File: src/rtl/mcr_pkg.sv
package mcr_pkg;
  localparam int unsigned MCR_STATES       = 6;
  localparam int unsigned MCR_PHASES       = 2;
  localparam int unsigned MCR_SAMPLE_STATE = 4;
  localparam int unsigned MCR_SAMPLE_PHASE = 1;
  localparam int unsigned MCR_SYNC_STAGES  = 2;
  localparam int unsigned MCR_CONFIRM      = 2;
  localparam int unsigned MCR_HOLD         = 19;
endpackage

File: src/rtl/mcr_timebase.sv
module mcr_timebase #(
  parameter int unsigned STATES       = 6,
  parameter int unsigned PHASES       = 2,
  parameter int unsigned SAMPLE_STATE = 4,
  parameter int unsigned SAMPLE_PHASE = 1,
  localparam int unsigned ST_W = (STATES > 1) ? $clog2(STATES) : 1,
  localparam int unsigned PH_W = (PHASES > 1) ? $clog2(PHASES) : 1
) (
  input  logic            clk,
  output logic [ST_W-1:0] state_q,
  output logic [PH_W-1:0] phase_q,
  output logic            sample_en
);
  localparam logic [ST_W-1:0] ST_LAST = ST_W'(STATES - 1);
  localparam logic [PH_W-1:0] PH_LAST = PH_W'(PHASES - 1);
  localparam logic [ST_W-1:0] ST_SMP  = ST_W'(SAMPLE_STATE);
  localparam logic [PH_W-1:0] PH_SMP  = PH_W'(SAMPLE_PHASE);

  logic [ST_W-1:0] st = '0;
  logic [PH_W-1:0] ph = '0;

  // Free-running: no reset, it must keep counting while the core is held.
  always_ff @(posedge clk) begin
    if (ph == PH_LAST) begin
      ph <= '0;
      st <= (st == ST_LAST) ? '0 : st + 1'b1;
    end else begin
      ph <= ph + 1'b1;
    end
  end

  assign state_q   = st;
  assign phase_q   = ph;
  assign sample_en = (st == ST_SMP) && (ph == PH_SMP);
endmodule

File: src/rtl/mcr_sync.sv
module mcr_sync #(
  parameter int unsigned STAGES = 2
) (
  input  logic clk,
  input  logic d_async,
  output logic q_sync
);
  logic [STAGES-1:0] chain = '0;

  for (genvar i = 0; i < STAGES; i++) begin : g_stage
    if (i == 0) begin : g_first
      always_ff @(posedge clk) chain[0] <= d_async;
    end else begin : g_next
      always_ff @(posedge clk) chain[i] <= chain[i-1];
    end
  end

  assign q_sync = chain[STAGES-1];
endmodule

File: src/rtl/mcr_qualify.sv
module mcr_qualify #(
  parameter int unsigned CONFIRM = 2,
  parameter int unsigned HOLD    = 19,
  localparam int unsigned CW = $clog2(CONFIRM + 1),
  localparam int unsigned HW = $clog2(HOLD + 1)
) (
  input  logic clk,
  input  logic sample_en,
  input  logic pin_sync,
  output logic int_rst,
  output logic bus_run
);
  localparam logic [CW-1:0] CONF_MAX  = CW'(CONFIRM);
  localparam logic [CW-1:0] CONF_LAST = CW'(CONFIRM - 1);
  localparam logic [HW-1:0] HOLD_LD   = HW'(HOLD);

  logic [CW-1:0] hi_cnt   = '0;
  logic [HW-1:0] hold_cnt = '0;
  logic          rst_q    = 1'b0;
  logic          run_q    = 1'b1;

  always_ff @(posedge clk) begin
    if (sample_en && !pin_sync) begin
      // First low sample: release everything on this edge.
      hi_cnt   <= '0;
      hold_cnt <= '0;
      rst_q    <= 1'b0;
      run_q    <= 1'b1;
    end else begin
      if (sample_en && hi_cnt == '0) begin
        hold_cnt <= HOLD_LD;
      end else if (hold_cnt != '0) begin
        hold_cnt <= hold_cnt - 1'b1;
        if (hold_cnt == HW'(1)) run_q <= 1'b0;
      end
      if (sample_en) begin
        if (hi_cnt != CONF_MAX) hi_cnt <= hi_cnt + 1'b1;
        if (hi_cnt >= CONF_LAST) rst_q <= 1'b1;
      end
    end
  end

  assign int_rst = rst_q;
  assign bus_run = run_q;
endmodule

File: src/rtl/mcyc_rst_sampler.sv
module mcyc_rst_sampler
  import mcr_pkg::*;
#(
  parameter int unsigned STATES       = MCR_STATES,
  parameter int unsigned PHASES       = MCR_PHASES,
  parameter int unsigned SAMPLE_STATE = MCR_SAMPLE_STATE,
  parameter int unsigned SAMPLE_PHASE = MCR_SAMPLE_PHASE,
  parameter int unsigned SYNC_STAGES  = MCR_SYNC_STAGES,
  parameter int unsigned CONFIRM      = MCR_CONFIRM,
  parameter int unsigned HOLD         = MCR_HOLD,
  localparam int unsigned ST_W = (STATES > 1) ? $clog2(STATES) : 1,
  localparam int unsigned PH_W = (PHASES > 1) ? $clog2(PHASES) : 1
) (
  input  logic            clk_osc,
  input  logic            rst_pin,
  output logic [ST_W-1:0] mc_state,
  output logic [PH_W-1:0] mc_phase,
  output logic            int_rst,
  output logic            bus_run,
  output logic            port_force
);
  logic sample_en;
  logic pin_sync;

  mcr_timebase #(
    .STATES(STATES), .PHASES(PHASES),
    .SAMPLE_STATE(SAMPLE_STATE), .SAMPLE_PHASE(SAMPLE_PHASE)
  ) u_tb (
    .clk(clk_osc), .state_q(mc_state), .phase_q(mc_phase), .sample_en(sample_en)
  );

  mcr_sync #(.STAGES(SYNC_STAGES)) u_sync (
    .clk(clk_osc), .d_async(rst_pin), .q_sync(pin_sync)
  );

  mcr_qualify #(.CONFIRM(CONFIRM), .HOLD(HOLD)) u_qual (
    .clk(clk_osc), .sample_en(sample_en), .pin_sync(pin_sync),
    .int_rst(int_rst), .bus_run(bus_run)
  );

  // Bypasses the synchronizer so ports react without a clock.
  assign port_force = rst_pin | int_rst;
endmodule

File: config.mk
export PLATFORM = sky130hd
export DESIGN_NAME = mcyc_rst_sampler
export DESIGN_NICKNAME = d
export VERILOG_FILES = /design/src/rtl/mcr_pkg.sv /design/src/rtl/mcr_timebase.sv /design/src/rtl/mcr_sync.sv /design/src/rtl/mcr_qualify.sv /design/src/rtl/mcyc_rst_sampler.sv
export SDC_FILE = /design/constraint.sdc
export NUM_CORES = 1
export LEC_CHECK = 0
export BUFFER_PORTS_ARGS = -buffer_cell sky130_fd_sc_hd__buf_2
export CORE_AREA = 2 2 39 41
export DETAILED_ROUTE_END_ITERATION = 10
export DIE_AREA = 0 0 41 43
export GPL_TIMING_DRIVEN = 0
export PLACE_DENSITY = 0.78
export SLEW_MARGIN = 20
export SYNTH_ARGS = -nofsm -noshare
export SYNTH_HDL_FRONTEND = slang
export SYNTH_HIERARCHICAL = 1
export SYNTH_SLANG_ARGS = --single-unit
File: constraint.sdc
create_clock -name clk_osc -period 2.5 [get_ports clk_osc]
set_input_delay 0.25 -clock clk_osc [delete_from_list [all_inputs] [get_ports clk_osc]]
set_output_delay 0.25 -clock clk_osc [all_outputs]
set_load 0.01 [all_outputs]
# [Yosys cells after proc, flatten, opt, wreduce, memory -nomap -nowiden]
# Cells that the tools add are included.
# Widths: inputs -> output; s select.
[word_totals] ff_bits=15 in_bits=2 output_inout_bits=7 elab_cells=33
[classes] addsub=4 order_cmp=1 n_eq_ne=4 mux=2 bitwise_logic=2 n_reduce_logical=11
[op_table] cell="$mux 5" count=2
[op_table] cell="$eq 3x3->1 const B" count=2
[op_table] cell="$eq 5x1->1 const B" count=1
[op_table] cell="$reduce_bool 5->1" count=1
[op_table] cell="$sub 5x1->5 const B" count=1
[op_table] cell="$reduce_and 2->1" count=2
[op_table] cell="$add 3x1->3 const B" count=1
[op_table] cell="$logic_and 1x1->1" count=3
[op_table] cell="$reduce_and 3->1" count=1
[op_table] cell="$add 2x1->2 const B" count=1
[op_table] cell="$ge 2x1->1 const B" count=1
[op_table] cell="$logic_not 2->1" count=1
[op_table] cell="$ne 2x2->1 const B" count=1
[op_table] cell="$reduce_bool 2->1" count=1
[op_table] cell="$reduce_or 2->1" count=1
[op_table] cell="$add 1x1->1 const B" count=1
[op_table] cell="$logic_not 1->1" count=1
[op_table] cell="$not 1->1" count=1
[op_table] cell="$or 1x1->1" count=1

# [Depth between registers and ports, before layout]
# Gate-level depths: netlist of run 1.
[depth] depth_word=5 depth_mapped=6 mapped_depth_nobuf=6

# [Hierarchy]
# The synthesis of run 1 kept the hierarchy.
[modules_own_cells] mod="mcr_qualify" n_inst=1 cells_per_inst=47 area_each_um2=455.4 seq_area_each_um2=180.2
[modules_own_cells] mod="mcr_timebase" n_inst=1 cells_per_inst=15 area_each_um2=195.2 seq_area_each_um2=110.1
[modules_own_cells] mod="mcr_sync" n_inst=1 cells_per_inst=2 area_each_um2=40.0 seq_area_each_um2=40.0
[modules_own_cells] mod="mcyc_rst_sampler" n_inst=1 cells_per_inst=1 area_each_um2=6.3 seq_area_each_um2=0.0

# [Worst setup path after synthesis of run 1]
# No wires, ideal clock.
[synth_path] path_type="register to register" startpoint="register u_qual.hold_cnt[0]" endpoint="register u_qual.hold_cnt[1]" setup_time_ns=0.066 arrival_time_ns=1.456 t_required_ns=2.434 slack_ns=0.978 path_stages_with_launch=6 n_path_buf=0 period_less_slack_ns=1.522 cell_sequence="dfxtp_1 > inv_1 > ha_1 > or4b_4 > mux2_4 > a21oi_2"
[synth_via] elab_chain_len=3 elab_cells_between_ends=5 cone_classes="add/sub: 1; mux: 2; reduce/logical: 2"
[synth_rtl] item="start: declaration" line="mcr_qualify.sv:18" rtl="logic [HW-1:0] hold_cnt = '0;"
[synth_rtl] item="start signal: assignment" line="mcr_qualify.sv:33" rtl="hold_cnt <= hold_cnt - 1'b1;"
[synth_rtl] item="$sub 5x1->5" line="mcr_qualify.sv:33"
[synth_rtl] item="$mux 5" line="mcr_qualify.sv:32" rtl="end else if (hold_cnt != '0) begin"
[synth_rtl] item="$mux 5" line="mcr_qualify.sv:30" rtl="if (sample_en && hi_cnt == '0) begin"
# Parallel ways exist; a longest one is shown, timed or not. The select of a mux whose other input is x is not followed.
# A chain may end at the register's enable or synchronous reset.

# [Worst setup path in the final report of run 1]
[layout_path] startpoint="register u_qual.hold_cnt[1]" endpoint="register u_qual.hold_cnt[1]"
# The elaborated chain is that of the path after synthesis.

==> results of run 1 <==
[sequential cells by signal (all words and copies together) (netlist names)]
register,flops
u_qual/bus_run,1
u_qual/hi_cnt,2
u_qual/hold_cnt,5
u_qual/int_rst,1
u_sync/chain,1
u_sync/q_sync,1
u_tb/phase_q,1
u_tb/state_q,3
[layout make-up]
cell class,count,area (um^2)
fill,121,601
multi-input combinational,41,333
sequential,15,330
timing repair buffer,8,40.0
inverter,9,33.8
clock buffer,4,26.3
tap,16,20.0
[layer usage]
layer / up-vias / wire (um)
li1: 248 / -
met1: 221 / 445
met2: 9 / 518
met3: 5 / 37
met4: 0 / 34
met5: - / 0
[worst max-delay path: cells and delay by family, from the launching register on]
family | cells | cell delay [ns]
AO/OA/AOI/OAI | 1 | 0.12
adder cells (fa/ha/maj) | 1 | 0.22
buffers and inverters | 1 | 0.09
flip-flops | 1 | 0.32
multiplexers | 1 | 0.32
AND/OR/NAND/NOR | 1 | 0.50
[per-stage QoR]
step,utilization (%),instances
floorplan,-,65
global placement,54.7,89
detailed placement,54.7,89
CTS,56.6,93
global route,56.6,93
finish,56.6,93
[how the worst max path moves through the flow]
stage | from | endpoint | depth (start not counted) | slack, ns
floorplan | u_qual/hold_cnt[0] | u_qual/hold_cnt[1] | 5 | 0.98
global placement | u_qual/hold_cnt[0] | u_qual/hold_cnt[1] | 5 | 0.91
detailed placement | u_qual/hold_cnt[1] | u_qual/hold_cnt[1] | 5 | 0.89
CTS | u_qual/hold_cnt[1] | u_qual/hold_cnt[1] | 5 | 0.86
global route | u_qual/hold_cnt[1] | u_qual/hold_cnt[1] | 5 | 0.82
finish | u_qual/hold_cnt[1] | u_qual/hold_cnt[1] | 5 | 0.88
[power groups by stage]
stage                     Sequential (mW)  Clock [mW]  Combinational, mW
after floorplan                     0.253           0           0.000548
after global placement              0.254           0            0.00141
after detailed placement            0.254           0            0.00157
after CTS                           0.248       0.134            0.00157
after global routing                0.248       0.143            0.00161
final                               0.248       0.133            0.00154
[logic make-up after synthesis]
kind of cell / synth area share (%)
buf+inv: 4.85
xor+xnor: 2.51
compound gates: 12.0
fa+ha+maj: 14.4
simple gates: 12.2
mux: 6.64
flops: 47.4
[placed cells by master, fill, tap and decap left out]
cell      netlist  final
mux2_2          1      1
nor3_1          2      2
xnor2_1         2      2
nor2b_1         1      1
inv_1           9      9
clkbuf_4        0      3
nand2_1         4      4
buf_2           0      8
a22o_1          1      1
mux2i_1         2      2
or4b_4          1      1
ha_1            8      8
dfxtp_1        12     12
a21o_1          1      1
a21boi_0        1      1
or2_1           1      1
nand2b_1        2      2
nand4_1         1      1
and3_2          1      1
nor2_1          2      2
mux2_4          1      1
clkbuf_1        0      1
o31a_2          1      1
edfxtp_1        3      3
a21oi_1         5      5
a221oi_1        1      1
o31ai_1         1      1
a21oi_2         1      1
==> results.toml, run 1 <==
[global_routing]
grt_max_degree = 9
antenna_found_initial = 0
grt_pass1_vias = 483
grt_use_met3_pct = 4.71
grt_first_pass_wirelength_um = 1800
grt_use_met1_pct = 15.6
busiest_layer = "met2"
grt_use_total_pct = 15.7
overflow = 0
use_met2_pct = 25.3

[floorplanning]
die_w_um = 41
start_util_pct = 50.4
rows = 14
die_area_um2 = 1760
die_h_um = 43
design.core.area_um2 = 1380
pin_count = 9

[logic_synthesis]
yosysSeqAreaShare_pct = 47.4
synth_cells = 65
synthFlopType = "dfxtp_1"
synth.net_count = 75
synth_cell_types = 25
syn_avg_cell_area_um2 = 10.7
synth_warnings = 6
post-synth-top-count-cell = "dfxtp_1"
yosysTopAreaCellShare_pct = 34.5
synth_top_area_cell = "dfxtp_1"
synthArstFlopShare_pct = 0
netlist_area_um2 = 697
synth.area.top_cells = "dfxtp_1 (34%), ha_1 (14%), edfxtp_1 (13%)"
ys_ff_latch = 15
yosys-top-cells-count = "dfxtp_1 (12), inv_1 (9), ha_1 (8), a21oi_1 (5), nand2_1 (4)"
synth-edff-count = 3

[critical_path]
crit_arrival_ns = 1.85
endpoint_kind = "register"
crit_path_max_fanout = 4
rrSetupSlack_ns = 0.88
cpPeakStageDelay_ns = 0.50
worstPathCellList = "inv_1, ha_1, or4b_4, mux2_4, a21oi_2"
start_kind = "register"
reg2reg_to = "u_qual/hold_cnt[1]"
crit_slowest_cell = "or4b_4"
worst-r2r-cell-count = 5
cp.required_ns = 2.73
reg2reg_from = "u_qual/hold_cnt[1]"
worstSetupPathType = "reg2reg"

[final_layout]
areaGrowthSynthToFinish_pct = 12.4
drive_gt1_share_pct = 22.1
n_antenna_cell = 0
final_nets = 88
design_area_um2 = 783

[timing]
worst_pin_slew_ns = 0.405
layout_setup_ws_ns = 0.879
setup_tns_ns = 0
setup_viol = 0
hold_viol = 0
finClkSkew_ns = 0.00320
relSlewSlack_pct = 72.9
max_freq_mhz = 617
period_share_pct = 64.8
slew_violations = 0
whs_ns = 0.0780
min_period_ns = 1.62
rsz0062_at_grt = "false"

[worst_hold_path]
hold_path_end = "u_sync/chain[0]"
hold_class = "in2reg"
min_from = "rst_pin"
holdPathStages = 1

[power_and_ir_drop]
power.switching_uw = 73.0
combPwrFrac_pct = 0.4
finalPower_uw = 383
ir_drop_v = 0.000359
leakagePower_nw = 0.366
power_density_nw_per_um2 = 489
swShare_pct = 19.1
power_frac_seq_pct = 64.8
power_frac_clock_pct = 34.8
p_int_uw = 310

[detailed_routing]
post_drt_wl_per_cell_um = 11.1
drt_iter0_drc = 5
postRouteAntennaNets = 0
drt-pass1-iter-count = 3
drc = 0
num_vias = 483
wl_um = 1040
viasPerCell = 5.19

[clock_tree]
postCtsHoldBufs = 0
cts_buffers = 3
clock_sinks = 15
cts_buffer_depth = 2
clk_latency_ns = 0.28
clkSlewWorstSetupHoldPaths_ns = 0.08
post_cts_resized = 0
cts_tree = "done"
clockRootBuffer = "clkbuf_4"
htree_levels = 1
postCtsSetupBuffers = 0

[job]
cap_violations = 0

[place]
dpl-instance-area_um2 = 757
port_buffers = 8
finalWeightedCongestion = 0.737
hpwlAfterDp_um = 804
dp_slack_ns = 0.886

[run_status]
outcome = "finished clean"
Power figures use the tool's default switching activity.
==> run 2, diff against run 1 <==
--- a/config.mk
+++ b/config.mk
@@ -6,11 +6,10 @@
 export NUM_CORES = 1
 export LEC_CHECK = 0
 export BUFFER_PORTS_ARGS = -buffer_cell sky130_fd_sc_hd__buf_2
-export CORE_AREA = 2 2 39 41
+export CORE_UTILIZATION = 53
 export DETAILED_ROUTE_END_ITERATION = 10
-export DIE_AREA = 0 0 41 43
 export GPL_TIMING_DRIVEN = 0
-export PLACE_DENSITY = 0.78
+export PLACE_DENSITY = 0.79
 export SLEW_MARGIN = 20
 export SYNTH_ARGS = -nofsm -noshare
 export SYNTH_HDL_FRONTEND = slang
==> constraint.sdc (replaced) <==
create_clock -name clk_osc -period 1.65 [get_ports clk_osc]
set_input_delay 0.165 -clock clk_osc [delete_from_list [all_inputs] [get_ports clk_osc]]
set_output_delay 0.165 -clock clk_osc [all_outputs]
set_load 0.01 [all_outputs]
==> run 2 against run 1 <==
Effect of this change:
- first-iteration DRC count decreased by 80%
- die area decreased by 17%
- via count decreased by 2.1%
- non-clock buffer count increased by 1
- global-route usage increased by 3.0 points
- critical endpoint unchanged
- largest power group unchanged
==> results.toml, run 2 (synthesis results as in run 1) <==
[critical_path]
crit_arrival_ns = 1.81
worst-r2r-cell-count = 5
crit_slowest_cell = "or4b_4"
path_buf_inv = 1
reg2reg_to = "u_qual/hold_cnt[1]"
cpPeakStageDelay_ns = 0.48
worstPathCellList = "inv_1, ha_4, or4b_4, mux2_4, a21oi_2"
cpLargestDelayFamily = "simple AND/OR/NAND/NOR gates"
cp.required_ns = 1.87
worstSetupPathType = "reg2reg"
reg2reg_from = "u_qual/hold_cnt[0]"
rrSetupSlack_ns = 0.06
crit_path_max_fanout = 4
endpoint_kind = "register"
start_kind = "register"

[clock_tree]
clkSlewWorstSetupHoldPaths_ns = 0.09
cts_tree = "done"
htree_levels = 1
postCtsSetupBuffers = 0
clock_sinks = 15
clk_latency_ns = 0.28
cts_buffer_depth = 2
clockRootBuffer = "clkbuf_4"
cts_buffers = 3

[timing]
whs_ns = 0.335
rsz0062_at_grt = "false"
finClkSkew_ns = 0.00101
worst_pin_slew_ns = 0.350
setup_tns_ns = 0
setup_viol = 0
hold_viol = 0
slew_violations = 0
period_share_pct = 96.6
layout_setup_ws_ns = 0.0568
min_period_ns = 1.59
relSlewSlack_pct = 76.6
max_freq_mhz = 628

[final_layout]
top_register = "u_qual/hold_cnt"
final_common_cell = "dfxtp_1"
regArea_um2 = 330
n_antenna_cell = 0
final_nets = 89
largest_reg_flops = 5
layout_common_cells = "dfxtp_1 (12), inv_1 (9), buf_2 (8)"
areaGrowthSynthToFinish_pct = 15.3
multi_input_area_um2 = 345
fillers = 95
drive_gt1_share_pct = 23.1
fin_util_pct = 68.6

[power_and_ir_drop]
ir_drop_v = 0.000538
leakagePower_nw = 0.371
finalPower_uw = 585
power_density_nw_per_um2 = 729

[worst_hold_path]
hold_class = "reg2reg"
min_from = "u_sync/chain[0]"
holdPathStages = 0
hold_path_end = "u_sync/q_sync"

[run_status]
outcome = "finished clean"

[floorplanning]
die_area_um2 = 1460
die_h_um = 38.3
start_util_pct = 59.5
design.core.area_um2 = 1170
die_w_um = 38.3
rows = 12
pin_count = 9

[global_routing]
grt_max_degree = 9
grt_pass1_vias = 473
grt_use_total_pct = 18.7
antenna_found_initial = 0
overflow = 0
grt_first_pass_wirelength_um = 1840

[detailed_routing]
drc = 0
viasPerCell = 5.14
post_drt_wl_per_cell_um = 11.9
num_vias = 473
wl_um = 1100
drt-pass1-iter-count = 2
drt_iter0_drc = 1
postRouteAntennaNets = 0

[place]
dp_slack_ns = 0.0375
finalWeightedCongestion = 0.719
port_buffers = 8
hpwlAfterDp_um = 772

[job]
cap_violations = 0
==> run 2: changes by cell type in the layout (fill, tap and decap cells not counted), sizes merged <==
cell	previous run	this run
dlygate4sd3	0	1
==> run 2: worst max path at each step <==
stage / startpoint / to / slack, ns / depth (start not counted)
floorplan: u_qual/hold_cnt[0] / u_qual/hold_cnt[1] / 0.13 / 5
global placement: u_qual/hold_cnt[0] / u_qual/hold_cnt[1] / 0.06 / 5
detailed placement: u_qual/hold_cnt[1] / u_qual/hold_cnt[1] / 0.04 / 5
CTS: u_qual/hold_cnt[1] / u_qual/hold_cnt[1] / 0.01 / 5
global route: u_qual/hold_cnt[1] / u_qual/hold_cnt[1] / 0.01 / 5
finish: u_qual/hold_cnt[0] / u_qual/hold_cnt[1] / 0.06 / 5
==> run 2: what timing repair did <==
item,in CTS,in global routing
gates resized for setup,0,2
hold buffers,1,0
setup endpoints to repair,0,1
endpoints found under the hold margin,1,0
==> run 2: cell type report <==
class	instances	share of cell area, %
inverter	9	4.21
sequential	15	41.1
clock buffer	4	3.27
tap	14	2.18
timing repair buffer	9	6.23
multi-input combinational	41	43.0
==> run 2: metal layers <==
layer,up-vias,global-route usage [%],share of wire (%)
met4,0,13.4,1.0
met5,-,0,0
met2,4,29.7,49
met3,2,1.74,1.5
li1,247,-,-
met1,220,23.5,48
==> run 2: stage by stage <==
stage | std cells | instance area [um^2]
after floorplan | 65 | 697
after global placement | 87 | 754
after detailed placement | 87 | 754
after CTS | 92 | 791
after global routing | 92 | 803
final | 92 | 803
==> run 2: power by group <==
part	total (mW)	leakage (nW)	switching (mW)	internal, mW
registers	0.376	0.132	0.00147	0.374
logic	0.00429	0.224	0.00157	0.00273
clock network	0.205	0.0150	0.112	0.0937
total	0.585	0.371	0.115	0.471
==> run 2: worst reg2reg max path, stage by stage, from the launching register on <==
cell and delay (ns):
dfxtp_1 0.35, inv_1 0.11, ha_4 0.16, or4b_4 0.48, mux2_4 0.33, a21oi_2 0.12
==> run 3, diff against run 2 <==
--- a/config.mk
+++ b/config.mk
@@ -5,11 +5,12 @@
 export SDC_FILE = /design/constraint.sdc
 export NUM_CORES = 1
 export LEC_CHECK = 0
+export ABC_AREA = 1
 export BUFFER_PORTS_ARGS = -buffer_cell sky130_fd_sc_hd__buf_2
-export CORE_UTILIZATION = 53
+export CORE_UTILIZATION = 54
 export DETAILED_ROUTE_END_ITERATION = 10
 export GPL_TIMING_DRIVEN = 0
-export PLACE_DENSITY = 0.79
+export PLACE_DENSITY = 0.8
 export SLEW_MARGIN = 20
 export SYNTH_ARGS = -nofsm -noshare
 export SYNTH_HDL_FRONTEND = slang
==> run 3 against run 2 <==
Effect of this change:
- critical endpoint is now u_qual/hold_cnt[3]
- global-route usage rose by 1.4 points
- clock power barely moved
- clock skew rose by 0.00055 ns
- critical path depth rose by 4
- cell area rose by 3.7%
- flip-flop and latch count did not move
==> results.toml, run 3 <==
[global_routing]
grt_max_degree = 10
grt_first_pass_wirelength_um = 1990
grt_use_total_pct = 20.0
overflow = 0
antenna_found_initial = 0
grt_pass1_vias = 501

[final_layout]
areaGrowthSynthToFinish_pct = 14.4
fillers = 92
design_area_um2 = 833
largest_reg_flops = 5
n_antenna_cell = 0
top_register = "u_qual/hold_cnt"
drive_gt1_share_pct = 23.5
final_nets = 113
layout_common_cells = "inv_1 (15), nor2_1 (15), dfxtp_1 (12)"

[place]
dpl-instance-area_um2 = 786
hpwlAfterDp_um = 803
finalWeightedCongestion = 0.710
port_buffers = 8

[logic_synthesis]
synth_cell_types = 15
synth.area.top_cells = "dfxtp_1 (33%), ha_1 (14%), edfxtp_1 (12%)"
synth_top_family_by_area = "simple AND/OR/NAND/NOR gates"
synth-edff-count = 3
synthXorXnorAreaFrac_pct = 0
yosysTopAreaCellShare_pct = 33.0
yosysSeqAreaShare_pct = 45.4
synth_top_area_cell = "dfxtp_1"
synth.net_count = 98
post-synth-top-count-cell = "nor2_1"
syn_avg_cell_area_um2 = 8.27
synthFlopType = "dfxtp_1"
yosys-top-cells-count = "nor2_1 (16), inv_1 (15), dfxtp_1 (12), nand2_1 (11), ha_1 (8)"
synth_cells = 88
netlist_area_um2 = 728
synth-adder-area-share_pct = 13.7
synth_compound_area_share_pct = 5.50
ys_ff_latch = 15
synthArstFlopShare_pct = 0
muxShareOfSynthArea_pct = 0
synth_warnings = 6
synth-simple-area-share_pct = 26.1

[critical_path]
reg2reg_to = "u_qual/hold_cnt[3]"
cp.required_ns = 1.83
crit_start = "u_tb/state_q[0]"
reg2reg_from = "u_tb/state_q[0]"
crit_end = "u_qual/hold_cnt[3]"
start_kind = "register"
worst-r2r-cell-count = 9
endpoint_kind = "register"
rrSetupSlack_ns = 0.19
worstSetupPathType = "reg2reg"
crit_path_max_fanout = 5
crit_arrival_ns = 1.64

[timing]
min_period_ns = 1.46
period_share_pct = 88.4
relSlewSlack_pct = 87.5
setup_viol = 0
finClkSkew_ns = 0.00156
setup_tns_ns = 0
rsz0062_at_grt = "false"
max_freq_mhz = 686
worst_pin_slew_ns = 0.187
whs_ns = 0.334
slew_violations = 0
hold_viol = 0

[detailed_routing]
postRouteAntennaNets = 0
post_drt_wl_per_cell_um = 9.36
viasPerCell = 4.75
drt_iter0_drc = 12
drt-pass1-iter-count = 4
num_vias = 551
drc = 0
wl_um = 1090

[clock_tree]
clockRootBuffer = "clkbuf_4"
cts_buffer_depth = 2
clk_latency_ns = 0.28
clock_sinks = 15
clkSlewWorstSetupHoldPaths_ns = 0.09
htree_levels = 1
cts_buffers = 3
cts_tree = "done"

[floorplanning]
design.core.area_um2 = 1190
die_area_um2 = 1500
die_h_um = 38.7
start_util_pct = 61.4
die_w_um = 38.7
rows = 12
pin_count = 9

[power_and_ir_drop]
leakagePower_nw = 0.406
finalPower_mw = 1.22
power_density_nw_per_um2 = 1460
ir_drop_v = 0.00125

[worst_hold_path]
hold_class = "reg2reg"

[job]
cap_violations = 0

[run_status]
outcome = "finished clean"
run 3: power breakdown:
| group | internal [mW] | switching, mW |
|---|---|---|
| Clock | 0.0901 | 0.118 |
| Combinational | 0.199 | 0.300 |
| Sequential | 0.452 | 0.0590 |
| Total | 0.741 | 0.477 |
run 3: critical path: stages (launching register included):
cell	delay, ns
edfxtp_1	0.45
inv_1	0.09
ha_1	0.13
nand2_1	0.06
nor2_2	0.14
inv_2	0.07
nor2_2	0.15
inv_2	0.08
nand3_1	0.12
a21oi_1	0.05
run 3: through the flow:
stage / util [%] / std cells / worst slack, ns
finish: 70.3 / 116 / 0.192
floorplan: - / 88 / 0.244
detailed placement: 66.2 / 110 / 0.122
global placement: 66.2 / 110 / 0.154
CTS: 69.4 / 115 / 0.120
global route: 70.3 / 116 / 0.00764
run 3: repair_timing:
action / CTS / global route
resized for setup: 0 / 1
hold buffers: 1 / 0
setup buffers: 0 / 1
setup endpoints to repair: 0 / 4
hold endpoints to repair: 1 / 0
run 3: cell type report:
class                   instances  area, um^2  area share (%)
clock buffers                   3        22.5            2.70
repair buffers                 10        57.6            6.91
inverters                      18        67.6            8.11
flip-flops and latches         15         330            39.6
multi-input cells              55         333            39.9
well taps                      14        17.5            2.10
clock inverters                 1        5.00           0.601
run 3: kinds of logic (layout without fill, tap and decap cells):
logic type,Yosys count,after routing
compound gates,8,8
fa+ha+maj,8,8
buf+inv,18,32
simple gates,39,39
flops,15,15
run 3: worst min-delay path by stage:
stage | from | endpoint | slack, ns | cells after the start
2_1_floorplan | rst_pin | u_sync/chain[0] | 0.19 | 0
3_3_place_gp | rst_pin | u_sync/chain[0] | 0.28 | 1
3_5_place_dp | rst_pin | u_sync/chain[0] | 0.28 | 1
4_1_cts | u_sync/chain[0] | u_sync/q_sync | 0.34 | 0
5_1_grt | u_sync/chain[0] | u_sync/q_sync | 0.35 | 0
6_report | u_sync/chain[0] | u_sync/q_sync | 0.33 | 0
run 3: routing by layer:
metal	global-route usage (%)	wire [um]
met1	23.7	543
met2	30.4	479
met3	8.67	42
met4	10.3	21
met5	0	0
